==> src/rtl/addr_match_pkg.sv <==
package addr_match_pkg;

  typedef enum logic [2:0] {
    ST_IDLE,
    ST_ADDR,
    ST_EVAL,
    ST_ACKWAIT,
    ST_ACKDRV
  } ctrlState_t;

  // strobes from control to datapath
  typedef struct packed {
    logic clearShift;
    logic shiftBit;
    logic evalByte;
    logic clearFlags;
  } dpCmd_t;

endpackage

==> src/rtl/addr_match_ctrl.sv <==
module addr_match_ctrl
  import addr_match_pkg::*;
#(
  parameter int BYTE_W = 8
) (
  input  logic   clk,
  input  logic   rst_n,
  input  logic   sclIn,
  input  logic   sdaIn,
  input  logic   enable,
  input  logic   softReset,
  input  logic   dataWrStb,
  input  logic   hitAny,
  output dpCmd_t cmd,
  output logic   sdaDriveLow
);

  localparam int CNT_W = $clog2(BYTE_W + 1);
  localparam logic [CNT_W-1:0] LAST_BIT = CNT_W'(BYTE_W - 1);

  ctrlState_t state, stateNxt;
  logic [CNT_W-1:0] bitCnt;
  logic sclQ, sdaQ;
  logic active, sclRise, sclFall, startSeen;

  always_ff @(posedge clk or negedge rst_n) begin
    if (!rst_n) begin
      sclQ <= 1'b1;
      sdaQ <= 1'b1;
    end else begin
      sclQ <= sclIn;
      sdaQ <= sdaIn;
    end
  end

  assign active    = enable & ~softReset;
  assign sclRise   = sclIn & ~sclQ;
  assign sclFall   = ~sclIn & sclQ;
  assign startSeen = sclIn & sclQ & sdaQ & ~sdaIn;

  always_comb begin
    stateNxt = state;
    if (!active) begin
      stateNxt = ST_IDLE;
    end else if (startSeen) begin
      stateNxt = ST_ADDR;
    end else begin
      case (state)
        ST_ADDR:    if (sclRise && bitCnt == LAST_BIT) stateNxt = ST_EVAL;
        ST_EVAL:    stateNxt = hitAny ? ST_ACKWAIT : ST_IDLE;
        ST_ACKWAIT: if (sclFall) stateNxt = ST_ACKDRV;
        ST_ACKDRV:  if (sclFall) stateNxt = ST_IDLE;
        default:    stateNxt = state;
      endcase
    end
  end

  always_ff @(posedge clk or negedge rst_n) begin
    if (!rst_n) begin
      state  <= ST_IDLE;
      bitCnt <= '0;
    end else begin
      state <= stateNxt;
      if (startSeen) begin
        bitCnt <= '0;
      end else if (state == ST_ADDR && sclRise) begin
        bitCnt <= bitCnt + 1'b1;
      end
    end
  end

  always_comb begin
    cmd.clearShift = active & startSeen;
    cmd.shiftBit   = active & ~startSeen & (state == ST_ADDR) & sclRise;
    cmd.evalByte   = active & ~startSeen & (state == ST_EVAL);
    cmd.clearFlags = ~active | dataWrStb;
  end

  assign sdaDriveLow = (state == ST_ACKDRV);

endmodule

==> src/rtl/addr_match_dp.sv <==
module addr_match_dp
  import addr_match_pkg::*;
#(
  parameter int NUM_ADDR = 3,
  parameter int ADDR_W   = 7,
  parameter int STAT_W   = 8
) (
  input  logic                       clk,
  input  logic                       rst_n,
  input  dpCmd_t                     cmd,
  input  logic                       sdaIn,
  input  logic                       freeFormat,
  input  logic [NUM_ADDR*ADDR_W-1:0] slvAddrs,
  output logic                       hitAny,
  output logic [STAT_W-1:0]          statusOut
);

  localparam int BYTE_W = ADDR_W + 1;
  localparam int RSV_W  = STAT_W - NUM_ADDR;

  logic [BYTE_W-1:0]   shiftReg;
  logic [ADDR_W-1:0]   rxAddr;
  logic                rxRw;
  logic                genCall;
  logic [NUM_ADDR-1:0] hit;
  logic [NUM_ADDR-1:0] flags;

  always_ff @(posedge clk or negedge rst_n) begin
    if (!rst_n) begin
      shiftReg <= '0;
    end else if (cmd.clearShift) begin
      shiftReg <= '0;
    end else if (cmd.shiftBit) begin
      shiftReg <= {shiftReg[BYTE_W-2:0], sdaIn};
    end
  end

  assign rxAddr  = shiftReg[BYTE_W-1:1];
  assign rxRw    = shiftReg[0];
  assign genCall = (rxAddr == '0) & ~rxRw;

  for (genvar i = 0; i < NUM_ADDR; i++) begin : g_cmp
    assign hit[i] = (rxAddr == slvAddrs[i*ADDR_W +: ADDR_W]) | genCall;
  end

  assign hitAny = ~freeFormat & (|hit);

  always_ff @(posedge clk or negedge rst_n) begin
    if (!rst_n) begin
      flags <= '0;
    end else if (cmd.clearFlags) begin
      flags <= '0;
    end else if (cmd.evalByte && !freeFormat) begin
      flags <= flags | hit;
    end
  end

  assign statusOut = {{RSV_W{1'b0}}, flags};

endmodule

==> src/rtl/addr_match_top.sv <==
module addr_match_top
  import addr_match_pkg::*;
#(
  parameter int NUM_ADDR = 3,
  parameter int ADDR_W   = 7,
  parameter int STAT_W   = 8
) (
  input  logic                       clk,
  input  logic                       rst_n,
  input  logic                       sclIn,
  input  logic                       sdaIn,
  input  logic                       enable,
  input  logic                       softReset,
  input  logic                       freeFormat,
  input  logic                       dataWrStb,
  input  logic [NUM_ADDR*ADDR_W-1:0] slvAddrs,
  output logic [STAT_W-1:0]          statusOut,
  output logic                       sdaDriveLow
);

  dpCmd_t cmd;
  logic   hitAny;

  addr_match_ctrl #(.BYTE_W(ADDR_W + 1)) u_ctrl (
    .clk         (clk),
    .rst_n       (rst_n),
    .sclIn       (sclIn),
    .sdaIn       (sdaIn),
    .enable      (enable),
    .softReset   (softReset),
    .dataWrStb   (dataWrStb),
    .hitAny      (hitAny),
    .cmd         (cmd),
    .sdaDriveLow (sdaDriveLow)
  );

  addr_match_dp #(
    .NUM_ADDR (NUM_ADDR),
    .ADDR_W   (ADDR_W),
    .STAT_W   (STAT_W)
  ) u_dp (
    .clk        (clk),
    .rst_n      (rst_n),
    .cmd        (cmd),
    .sdaIn      (sdaIn),
    .freeFormat (freeFormat),
    .slvAddrs   (slvAddrs),
    .hitAny     (hitAny),
    .statusOut  (statusOut)
  );

endmodule

==> config.mk <==
export PLATFORM = sky130hd
export DESIGN_NAME = addr_match_top
export DESIGN_NICKNAME = d
export VERILOG_FILES = /design/src/rtl/addr_match_pkg.sv /design/src/rtl/addr_match_ctrl.sv /design/src/rtl/addr_match_dp.sv /design/src/rtl/addr_match_top.sv
export SDC_FILE = /design/constraint.sdc
export NUM_CORES = 1
export LEC_CHECK = 0
export BUFFER_PORTS_ARGS = -buffer_cell sky130_fd_sc_hd__buf_2
export CAP_MARGIN = 40
export CORE_ASPECT_RATIO = 0.6
export CORE_MARGIN = 2
export CORE_UTILIZATION = 51
export CTS_CLUSTER_SIZE = 40
export DETAILED_ROUTE_END_ITERATION = 6
export MAX_ROUTING_LAYER = met4
export PLACE_DENSITY = 0.9
export SYNTH_ARGS = -nofsm -noshare
export SYNTH_HDL_FRONTEND = slang
export SYNTH_SLANG_ARGS = --single-unit
==> constraint.sdc <==
create_clock -name clk -period 1.9 [get_ports clk]
set_input_delay 0.38 -clock clk [delete_from_list [all_inputs] [get_ports clk]]
set_output_delay 0.38 -clock clk [all_outputs]
set_load 0.1 [all_outputs]
==> out/metrics.yaml <==
run_status:
  status: "finished clean"
critical_path:
  required_ps: 1520
  critPathCapture: "sdaDriveLow"
  cp_num_buf_inv: 1
  start_kind: "flip-flop"
  r2r-end: "u_dp.shiftReg[0]"
  r2r-start: "u_ctrl.state[1]"
  cp-startpoint: "u_ctrl.state[2]"
  r2r_slack_ps: 190
  worstPathCellList: "nor3b_4, buf_2"
  cp_slowest_stage_delay_ps: 470
  path_depth: 2
  path_max_fanout: 7
  cp_slowest_cell: "dfrtp_1"
  cp-end-kind: "output port"
  rr_worst_depth: 4
  path_delay_family: "flip-flops"
  worstPathArrival_ps: 1410
  path_class: "flip-flop to output port"
sta:
  fin_skew_ps: 3.82
  finalCritPeriodShare_pct: 94.0
  drv_slew: 0
  rsz0062_at_grt: "false"
  tns_ps: 0
  setup_viol: 0
  finalWorstSetupSlack_ps: 114
  fin_crit_ps: 1790
  whs_ps: 48.8
  finalHoldViolCount: 0
  max_freq_mhz: 560
synthesis:
  syn_inst: 127
  synth_top_family_by_area: "simple AND/OR/NAND/NOR gates"
  synthMuxAreaShare_pct: 0.870
  synth-compound-area-share_pct: 13.2
  async_flop_share_pct: 100
  synth_fa_ha_area_share_pct: 0.966
  yosys.area.top_type: "dfrtp_1"
  synth_edf_count: 0
  ys_types: 43
  yosysWarnings: 0
  ys_seq_elements: 20
  ys_seq_area_share_pct: 38.8
  synth_xor_area_share_pct: 16.2
  synth_area_leaders: "dfrtp_1 (35%), xnor2_1 (8.1%), xor2_1 (8.1%)"
  synth_ff_type: "dfrtp_1"
  synth_top_area_share_pct: 34.8
  synth-simple-area-share_pct: 21.6
  avgSynthCellArea_um2: 10.2
  netlist_area_um2: 1290
power:
  leakagePower_nw: 0.671
  totalPowerFinal_mw: 0.945
  pwr_density_cell_nw_per_um2: 634
  ir_drop_v: 0.000503
floorplan:
  ios: 38
  die_area_um2: 2970
  die_w_um: 69.1
  std_cell_rows: 14
  start_util_pct: 52.8
  core_area_um2: 2450
  dieHeight_um: 43.0
clock_tree:
  cts_buffers: 3
  clk_latency_ps: 260
  htreeDepth: 1
  holdBufCountCts: 0
  cts_tree: "done"
  cts_resized: 0
  cts_setup_buffers: 0
  clkSlewWorstSetupHoldPaths_ps: 70
  cts.sinks: 20
  cts_root_buf: "clkbuf_8"
  cts_buffer_depth: 2
final_layout:
  finalNetCount: 186
  layout.cells.non_filler: 187
  fillers: 210
  drive_gt1_share_pct: 32.3
  area_growth_pct: 15.0
  antennaDiodeCount: 0
placed_design:
  gp_congestion: 0.862
  place.detailed.instances: 183
  port-buffer-count: 32
  post-place-ws_ps: 180
  hpwl_um: 2180
global_route:
  grt_pass1_vias: 921
  grt_max_degree: 21
  grt-ovfl-total: 0
  grt_pass1_wl_um: 4520
  grt.total_usage_pct: 20.4
  antenna_found_initial: 0
drt:
  ant_nets: 0
  drt_iter0_drc: 56
  drc: 0
  dr.pass1.iters: 4
  routed_wl_um: 2740
  vias_per_cell: 5.46
  vias: 1021
  post_drt_wl_per_cell_um: 14.6
run:
  cap_violations: 0
min_path:
  hold_path.class: "input pin to async pin"
sequential cells by signal, indices dropped and copies added (netlist names):
signal         cells
u_dp.shiftReg      8
u_ctrl.bitCnt      4
u_ctrl.state       3
u_dp.flags         3
u_ctrl.sclQ        1
u_ctrl.sdaQ        1
layout make-up:
cell class,instances,area [um2],area share [%]
clock buffer,4,55.1,3.70
sequential,20,503,33.8
inverter,4,15.0,1.01
timing repair buffer,32,160,10.8
tap,32,40.0,2.69
multi-input combinational,95,716,48.1
power breakdown:
part | total [mW] | switching (mW) | internal [mW] | leakage (nW)
sequential | 0.449 | 0.0106 | 0.438 | 0.270
combinational | 0.169 | 0.104 | 0.0644 | 0.372
clock | 0.327 | 0.142 | 0.185 | 0.0288
cell usage after synthesis, types with 2 or more instances:
library cell  count
a211oi_1          2
a21oi_1           5
a22o_1            7
buf_2             4
buf_4             6
buf_6             2
dfrtp_1          18
dfstp_2           2
inv_1             4
nand2_1           5
nand2b_1          4
nand4_1           3
nor2_1            3
nor2b_1           4
nor3_1            2
nor4_1            2
o21ai_0           3
o21ai_1           3
or4_4             2
xnor2_1          12
xor2_1           12
worst register-to-register path: stages, from the launching register on:
cell and delay, ps:
dfrtp_1 480, nor3b_2 250, nor2b_2 330, o21ai_2 190, mux2_1 350
worst min path at each step:
stage | startpoint | to | cells after the start
final | rst_n | u_ctrl.bitCnt[2] | 1
after global routing | rst_n | u_ctrl.bitCnt[0] | 1
after CTS | rst_n | u_ctrl.bitCnt[2] | 1
after detailed placement | rst_n | u_ctrl.bitCnt[3] | 1
after global placement | rst_n | u_ctrl.bitCnt[2] | 1
after floorplan | rst_n | u_ctrl.bitCnt[0] | 0
cell usage in the layout (no fill, tap or decap), types with 2 or more instances in the layout:
master / Yosys / layout
buf_2: 4 / 32
dfrtp_1: 18 / 18
xor2_1: 12 / 12
xnor2_1: 12 / 12
a22o_1: 7 / 7
nand2_1: 5 / 5
a21oi_1: 5 / 5
conb_1: 1 / 5
nand2b_1: 4 / 4
nor2b_1: 4 / 4
inv_1: 4 / 4
clkbuf_8: 0 / 4
nor2_1: 3 / 3
nand4_1: 3 / 3
o21ai_1: 3 / 3
o21ai_0: 3 / 3
nor4_1: 2 / 2
or4_4: 2 / 2
a211oi_1: 2 / 2
nor3_1: 2 / 2
dfstp_2: 2 / 2
logic make-up after synthesis:
logic type | count (synthesis)
flip-flops | 20
AO/OA/AOI/OAI | 25
other | 1
buffers and inverters | 16
AND/OR/NAND/NOR | 39
adder cells (fa/ha/maj) | 1
XOR/XNOR | 24
multiplexers | 1
stage by stage:
stage	utilization, %	cell area, um2
2_1_floorplan	-	1320
3_3_place_gp	58.5	1430
3_5_place_dp	58.5	1430
4_1_cts	60.7	1490
5_1_grt	60.7	1490
6_report	60.7	1490
per-layer routing:
metal / routed length, um / global-route usage (%) / part of all wire, % / vias to the layer above
li1: - / - / - / 490
met1: 1230 / 26.9 / 45 / 484
met5: 0 / - / 0 / -
met4: 29 / 4.31 / 1.1 / 0
met3: 161 / 4.51 / 5.9 / 4
met2: 1310 / 33.1 / 48 / 43
Power figures use the tool's default switching activity.
